`src/rtl/pq_pkg.sv`:
```
package pq_pkg;
    localparam int PQ_ADDR_W = 16;
    localparam int PQ_DATA_W = 32;

    typedef logic [PQ_ADDR_W-1:0] line_addr_t;

    typedef struct packed {
        line_addr_t             addr;
        logic [PQ_DATA_W-1:0]   data;
    } reply_t;

    typedef enum logic {
        BAR_IDLE = 1'b0,
        BAR_WAIT = 1'b1
    } bar_state_e;

    function automatic int ptr_bits(input int depth);
        return (depth > 1) ? $clog2(depth) : 1;
    endfunction
endpackage

```
`src/rtl/pq_fifo.sv`:
```
module pq_fifo
    import pq_pkg::*;
#(
    parameter int DEPTH = 4,
    localparam int PTR_W = ptr_bits(DEPTH),
    localparam int CNT_W = $clog2(DEPTH + 1)
) (
    input  logic             clk,
    input  logic             rst,
    input  logic             push,
    input  line_addr_t       push_addr,
    input  logic             pop,
    output line_addr_t       head_addr,
    output logic             empty,
    output logic             full,
    output logic [CNT_W-1:0] occ
);
    localparam logic [PTR_W-1:0] LAST = PTR_W'(DEPTH - 1);

    line_addr_t       slots [DEPTH];
    logic [PTR_W-1:0] wr_ptr, rd_ptr;

    assign empty     = (occ == '0);
    assign full      = (occ == CNT_W'(DEPTH));
    assign head_addr = slots[rd_ptr];

    always_ff @(posedge clk) begin
        if (rst) begin
            wr_ptr <= '0;
            rd_ptr <= '0;
            occ    <= '0;
        end else begin
            if (push) begin
                slots[wr_ptr] <= push_addr;
                wr_ptr <= (wr_ptr == LAST) ? '0 : wr_ptr + 1'b1;
            end
            if (pop) begin
                rd_ptr <= (rd_ptr == LAST) ? '0 : rd_ptr + 1'b1;
            end
            case ({push, pop})
                2'b10:   occ <= occ + 1'b1;
                2'b01:   occ <= occ - 1'b1;
                default: occ <= occ;
            endcase
        end
    end

    AST_NO_OVERFLOW:  assert property (@(posedge clk) disable iff (rst) full |-> !push);
    AST_NO_UNDERFLOW: assert property (@(posedge clk) disable iff (rst) empty |-> !pop);
    AST_OCC_BOUND:    assert property (@(posedge clk) disable iff (rst) occ <= CNT_W'(DEPTH));
endmodule

```
`src/rtl/pq_barrier.sv`:
```
module pq_barrier
    import pq_pkg::*;
#(
    parameter int CNT_W = 3
) (
    input  logic             clk,
    input  logic             rst,
    input  logic             bar_req,
    input  logic [CNT_W-1:0] occ,
    input  logic             deq,
    output logic             bar_done
);
    bar_state_e       state;
    logic [CNT_W-1:0] older_left;

    assign bar_done = (state == BAR_WAIT) && (older_left == '0);

    always_ff @(posedge clk) begin
        if (rst) begin
            state      <= BAR_IDLE;
            older_left <= '0;
        end else begin
            case (state)
                BAR_IDLE: if (bar_req) begin
                    state      <= BAR_WAIT;
                    older_left <= occ - CNT_W'(deq);
                end
                BAR_WAIT: begin
                    if (older_left == '0)
                        state <= BAR_IDLE;
                    else if (deq)
                        older_left <= older_left - 1'b1;
                end
                default: state <= BAR_IDLE;
            endcase
        end
    end

    AST_DONE_PULSE:   assert property (@(posedge clk) disable iff (rst) bar_done |=> !bar_done);
    AST_OLDER_IN_Q:   assert property (@(posedge clk) disable iff (rst)
                          (state == BAR_WAIT) |-> (older_left <= occ));
    AST_EMPTY_FAST:   assert property (@(posedge clk) disable iff (rst)
                          (state == BAR_IDLE && bar_req && occ == '0) |=> bar_done);
    AST_DONE_NEEDS_REQ: assert property (@(posedge clk) disable iff (rst) bar_done |-> bar_req);
endmodule

```
`src/rtl/probe_queue_drain.sv`:
```
module probe_queue_drain
    import pq_pkg::*;
#(
    parameter int DEPTH = 4,
    localparam int CNT_W = $clog2(DEPTH + 1)
) (
    input  logic                 clk,
    input  logic                 rst,
    input  logic                 prb_valid,
    input  logic [PQ_ADDR_W-1:0] prb_addr,
    output logic                 prb_ready,
    output logic                 prb_ack,
    input  logic                 rpl_valid,
    input  logic [PQ_ADDR_W-1:0] rpl_addr,
    input  logic [PQ_DATA_W-1:0] rpl_data,
    output logic                 fill_valid,
    output logic [PQ_ADDR_W-1:0] fill_addr,
    output logic [PQ_DATA_W-1:0] fill_data,
    output logic                 inv_valid,
    output logic [PQ_ADDR_W-1:0] inv_addr,
    input  logic                 bar_req,
    output logic                 bar_done
);
    logic             q_empty, q_full, q_push, q_pop;
    logic [CNT_W-1:0] q_occ;
    line_addr_t       q_head;
    reply_t           rpl;

    // reply path: straight through, never waits on queued probes
    assign rpl        = '{addr: rpl_addr, data: rpl_data};
    assign fill_valid = rpl_valid;
    assign fill_addr  = rpl.addr;
    assign fill_data  = rpl.data;

    // probe acceptance: acknowledged on enqueue
    assign prb_ready = !q_full;
    assign q_push    = prb_valid && prb_ready;
    assign prb_ack   = q_push;

    // cache port arbitration: fill wins
    assign q_pop     = !q_empty && !rpl_valid;
    assign inv_valid = q_pop;
    assign inv_addr  = q_head;

    pq_fifo #(.DEPTH(DEPTH)) u_fifo (
        .clk       (clk),
        .rst       (rst),
        .push      (q_push),
        .push_addr (prb_addr),
        .pop       (q_pop),
        .head_addr (q_head),
        .empty     (q_empty),
        .full      (q_full),
        .occ       (q_occ)
    );

    pq_barrier #(.CNT_W(CNT_W)) u_bar (
        .clk      (clk),
        .rst      (rst),
        .bar_req  (bar_req),
        .occ      (q_occ),
        .deq      (q_pop),
        .bar_done (bar_done)
    );

    AST_PORT_EXCLUSIVE: assert property (@(posedge clk) disable iff (rst) fill_valid |-> !inv_valid);
    AST_ACK_NEEDS_ROOM: assert property (@(posedge clk) disable iff (rst) prb_ack |-> $past(q_occ) != CNT_W'(DEPTH) || $past(q_pop));
    AST_NOT_SAME_CYCLE: assert property (@(posedge clk) disable iff (rst)
                            (prb_ack && q_empty) |-> !inv_valid);
    AST_DONE_DRAINED:   assert property (@(posedge clk) disable iff (rst)
                            $rose(bar_req) && q_occ == '0 |=> bar_done);
endmodule

```
`config.mk`:
```
export PLATFORM = sky130hd
export DESIGN_NAME = probe_queue_drain
export DESIGN_NICKNAME = d
export VERILOG_FILES = /design/src/rtl/pq_pkg.sv /design/src/rtl/pq_fifo.sv /design/src/rtl/pq_barrier.sv /design/src/rtl/probe_queue_drain.sv
export SDC_FILE = /design/constraint.sdc
export NUM_CORES = 1
export LEC_CHECK = 0
export BUFFER_PORTS_ARGS = -buffer_cell sky130_fd_sc_hd__buf_4
export CORE_ASPECT_RATIO = 1.2
export CORE_MARGIN = 1.5
export CORE_UTILIZATION = 45
export CTS_CLUSTER_DIAMETER = 50
export DETAILED_ROUTE_END_ITERATION = 10
export GPL_ROUTABILITY_DRIVEN = 1
export PLACE_DENSITY_LB_ADDON = 0.25
export SYNTH_ARGS = -nofsm -noshare
export SYNTH_HDL_FRONTEND = slang
export SYNTH_SLANG_ARGS = --single-unit
export TNS_END_PERCENT = 20
```
`constraint.sdc`:
```
create_clock -name clk -period 4.3 [get_ports clk]
set_input_delay 0.645 -clock clk [delete_from_list [all_inputs] [get_ports clk]]
set_output_delay 0.645 -clock clk [all_outputs]
set_load 0.05 [all_outputs]
```
; Word-level counts from Yosys, hierarchy flattened
; Memories as Yosys holds them, arrays and structs flattened. A register that Yosys moved wholly into a read port is not among the register bits.
; Index checks and enable logic that the tools add are counted.
[totals]
ff_bits = 11
latchBits = 0
ram_bits = 64
mem_bits_ro = 0
input_bits = 69
out_inout_bits = 69
word_cells = 46
mem_count = 1
[classes]
addsub = 6
mul = 0
div = 0
n_lt_le_gt_ge = 0
eq_ne = 8
n_shift = 0
muxes = 15
bitwise_logic = 1
reduce_logical = 10
[mem_list]
columns = memory, words, width, read_ports, rd_clocked_by_memory_dff, write_ports, line_no
row1 = u_fifo.slots, 4, 16, 1, 1, 1, pq_fifo.sv:20  ; line_addr_t slots [DEPTH];
[op_table]
columns = cell, count
row1 = $pmux 3 s2, 2
row2 = $mux 3, 3
row3 = $mux 2, 4
row4 = $eq 2x2->1 const B, 3
row5 = $logic_not 3->1, 2
row6 = $sub 3x1->3 const B, 2
row7 = $mux 1, 5
row8 = $add 2x1->2 const B, 2
row9 = $ne 2x2->1 const B, 2
row10 = $add 3x1->3 const B, 1
row11 = $eq 3x3->1 const B, 1
row12 = $logic_and 1x1->1, 3
row13 = $logic_not 1->1, 3
row14 = $reduce_and 3->1, 1
row15 = $sub 3x1->3, 1
row16 = $eq 2x1->1 const B, 1
row17 = $ne 2x1->1 const B, 1
row18 = $pmux 1 s2, 1
row19 = $reduce_bool 2->1, 1
row20 = $not 1->1, 1

; Depth between registers and ports, before layout
[logic_depth]
depth_word = 6
depth_mapped = 8
ltp_nobuf = 8

; By module
; From an unflattened synthesis, not the netlist that was laid out.
[hier_totals]
hier_cells = 221
area_unflattened_um2 = 3497.1
[by_module_without_submodules]
columns = module, n_inst, cells_per_inst, area_per_inst_um2
row1 = pq_fifo, 1, 134, 2801.4
row2 = probe_queue_drain, 1, 52, 381.6
row3 = pq_barrier, 1, 35, 314.1

; Least setup slack after synthesis
; Ideal clock, no wire load.
[synth_path]
path_kind = in2reg
from = input port rpl_valid
to = register u_fifo.occ[2]
setup_time_ps = 71
arrival_time_ps = 2702
t_required_ps = 4229
path_slack_ps = 1527
cell_stages = 7
path_buffers = 0
path_cell_list = nor2_1 ha_1 inv_1 fa_1 xor2_1 or3_1 a21oi_1
[synth_via]
elab_chain_cells = 4
word_cells_on_any_way = 6
[synth_lines]
columns = item, line_no
row1 = start: declaration, probe_queue_drain.sv:13  ; input logic rpl_valid,
row2 = $logic_not 1->1 *, probe_queue_drain.sv:41  ; assign q_pop = !q_empty && !rpl_valid;
row3 = $logic_and 1x1->1 *, probe_queue_drain.sv:41
row4 = $eq 2x1->1 or $eq 2x2->1 (tied branches), pq_fifo.sv:40  ; case ({push, pop})
row5 = $pmux 3 s2 or $reduce_bool 2->1 (tied branches), n/a
row6 = end signal: assignment, pq_fifo.sv:41  ; 2'b10: occ <= occ + 1'b1;
row7 = end signal: assignment, pq_fifo.sv:42  ; 2'b01: occ <= occ - 1'b1;
row8 = end: declaration, pq_fifo.sv:16  ; output logic [CNT_W-1:0] occ
; Mark *: on every way between the ends. The rest lies on a longest branch, timed or not.
; A chain may end at the register's enable or synchronous reset.

==> results.yml <==
status:
  status: "finished, final reports clean"
setup_path:
  r2r-start: "u_fifo.occ[2]$_SDFFE_PP0P_"
  regToRegSetupSlack_ns: 2.04
  rr_worst_depth: 8
  crit_cells: 2
  worst_path_largest_cell_delay_ns: 0.84
  rr_endpoint: "u_fifo.occ[2]$_SDFFE_PP0P_"
  critPathRequiredTime_ns: 3.65
  crit_slowest_cell: "dfxtp_1"
  cp.arrival_ns: 1.82
  cp_num_buf_inv: 1
  cp-end-kind: "output pin"
  critPathLaunchType: "flop"
  endpoint: "inv_addr[3]"
  crit_type: "flop to output pin"
  path_cells: "mux4_2 -> buf_4"
  worst-path-max-fanout: 16
  crit_family: "flip-flops"
cts:
  cts_setup_buffers: 0
  cts.reportedPaths.clkPinSlew_ns: 0.07
  cts_sinks: 77
  clk_latency_ns: 0.35
  cts_made_buffers: 9
  cts.repair.resized: 0
  htreeDepth: 3
  clockBufferDepth: 2
  cts_tree: "built"
  cts_root_buffer: "clkbuf_8"
  cts_hold_buffers: 0
power:
  finalPower_mw: 2.19
  ir_drop_mv: 0.292
  p_leak_nw: 1.29
  pwr_density_cell_nw_per_um2: 591
routing:
  wire_per_inst_um: 16.9
  viasPerCell: 5.38
  drt_iter0_drc: 163
  wl_um: 5350
  vias: 1700
  ant_nets: 0
  post-route-drc-count: 0
  dr.pass1.iters: 4
synthesis:
  synth-simple-area-share_pct: 4.74
  synth_edf_count: 64
  ys_warn_count: 0
  ys_ff_latch: 77
  synthFlopType: "edfxtp_1"
  synthCells: 224
  syn_nets: 303
  synth_top_family_by_area: "buffers and inverters"
  muxShareOfSynthArea_pct: 11.0
  netlist.top_cell.by_area: "edfxtp_1"
  synthXorXnorAreaFrac_pct: 0.760
  yosys.area_share.adder_pct: 3.84
  synth_area_leaders: "edfxtp_1 (56%), buf_4 (11%), mux4_2 (10%), dfxtp_1 (7.5%), ha_1 (3.3%)"
  synth.yosys.seq_area_share_pct: 63.1
  synth.avg_cell_area_um2: 15.4
  syn-cell-area_um2: 3460
  synth_cell_types: 30
  ys_async_sr_fraction_pct: 0
  synth_compound_gate_area_share_pct: 3.98
  synthDominantCellAreaShare_pct: 55.6
placed_design:
  dp.cells: 301
  hpwl_um: 3470
  place.gp.congestion: 0.714
  port-buffer-count: 41
grt:
  grt_max_degree: 17
  antenna_found_initial: 0
  grt_pass1_wl_um: 8800
  overflow: 0
  grt_pass1_vias: 1719
  grt_usage_pct: 14.2
floorplanning:
  die_w_um: 83.0
  start_util_pct: 47.0
  core_area_um2: 7360
  die_y_um: 99.0
  dieArea_um2: 8220
  row_count: 34
  ios: 138
timing:
  relSlewSlack_pct: 42.5
  min_period_ns: 2.46
  tightest_slew_ns: 0.862
  final.period_utilization_pct: 57.3
  finalHoldViolations: 0
  rsz0062_at_grt: "no"
  setup_violations: 0
  max_freq_mhz: 406
  skew_ns: 0.00783
  setup_tns_ns: 0
  slew_violations: 0
worst_hold_path:
  worstHoldStart: "u_bar.older_left[1]$_SDFFE_PP0P_"
  whs_path_depth: 2
  min_path_type: "flop to flop"
finish:
  num_antenna_cells: 0
  nNetsFinal: 301
  area_growth_pct: 6.99
  drive_above_1_share_pct: 35.0
  fin_cells: 316
job:
  max-cap-violations: 0
## registers in the layout (all words and copies together) (netlist names), named ones only
signal	flops
u_fifo.occ	3
u_fifo.slots	64
u_bar.older_left	3
u_fifo.wr_ptr	2
u_bar.state	1
u_fifo.rd_ptr	2
## metal layers
metal  vias to the layer above  wire, um  track usage, %
met4                         0        99            5.90
met1                       837      2240            16.9
li1                        768         -               -
met5                         -         0               0
met2                        71      2600            21.7
met3                        24       404            7.54
## placed cells by master (no fill, tap or decap), types with 3 or more instances in the layout
cell type / Yosys / layout
edfxtp_1: 64 / 64
buf_4: 50 / 42
mux4_2: 16 / 16
dfxtp_1: 13 / 13
a21oi_1: 10 / 10
inv_1: 9 / 9
ha_1: 9 / 9
clkbuf_8: 0 / 9
nor2_1: 8 / 8
o21ai_0: 7 / 7
nand2_1: 6 / 6
and2_1: 4 / 4
nand3_1: 3 / 3
xor2_1: 3 / 3
## worst min-delay path: stages, from the launching register on
cell     delay (ns)
dfxtp_1        0.32
o21ai_0        0.07
a21oi_1        0.06
## worst min path at each step
| stage | to | slack [ns] |
|---|---|---|
| finish | u_bar.older_left[1]$_SDFFE_PP0P_ | 0.49 |
| global route | u_fifo.slots[0][14]$_DFFE_PP_ | 0.47 |
| CTS | u_fifo.slots[0][14]$_DFFE_PP_ | 0.48 |
| detailed placement | u_bar.older_left[1]$_SDFFE_PP0P_ | 0.47 |
| global placement | u_bar.older_left[1]$_SDFFE_PP0P_ | 0.46 |
| floorplan | u_bar.older_left[1]$_SDFFE_PP0P_ | 0.45 |
## per-stage QoR
stage               utilization [%]  setup slack [ns]  instance area [um2]  hold slack [ns]
finish                         50.2              1.84                 3700            0.487
detailed placement             47.4              1.94                 3490            0.472
global placement               47.4              2.00                 3490            0.462
CTS                            50.2              1.76                 3700            0.476
floorplan                         -              1.53                 3460            0.450
global route                   50.2              1.71                 3700            0.467
## cell type report
class | count | area [um2]
clock buffer | 9 | 124
clock inverter | 6 | 87.6
fill | 627 | 3660
inverter | 9 | 33.8
multi-input combinational | 83 | 842
sequential | 77 | 2180
tap | 90 | 113
timing repair buffer | 42 | 315
## kinds of logic (layout without fill, tap and decap cells)
group | count (synthesis) | after routing
DFF | 77 | 77
buffers and inverters | 64 | 66
and+or+nand+nor | 29 | 29
AOI/OAI and AO/OA | 23 | 23
muxes | 18 | 18
adders and majority gates | 10 | 10
xor gates and xnor gates | 3 | 3
## power breakdown
group / total, mW / internal (mW) / switching, mW
Sequential: 0.920 / 0.870 / 0.0501
Clock: 0.582 / 0.324 / 0.258
Combinational: 0.683 / 0.261 / 0.422
Total: 2.19 / 1.46 / 0.730
## cell usage after synthesis (2+ instances only)
library cell and number:
edfxtp_1 64, buf_4 50, mux4_2 16, dfxtp_1 13, a21oi_1 10, ha_1 9
inv_1 9, nor2_1 8, o21ai_0 7, nand2_1 6, and2_1 4, buf_2 3
nand3_1 3, xor2_1 3, clkbuf_1 2, o21a_1 2, or3_1 2
(Power assumes the default switching activity.)
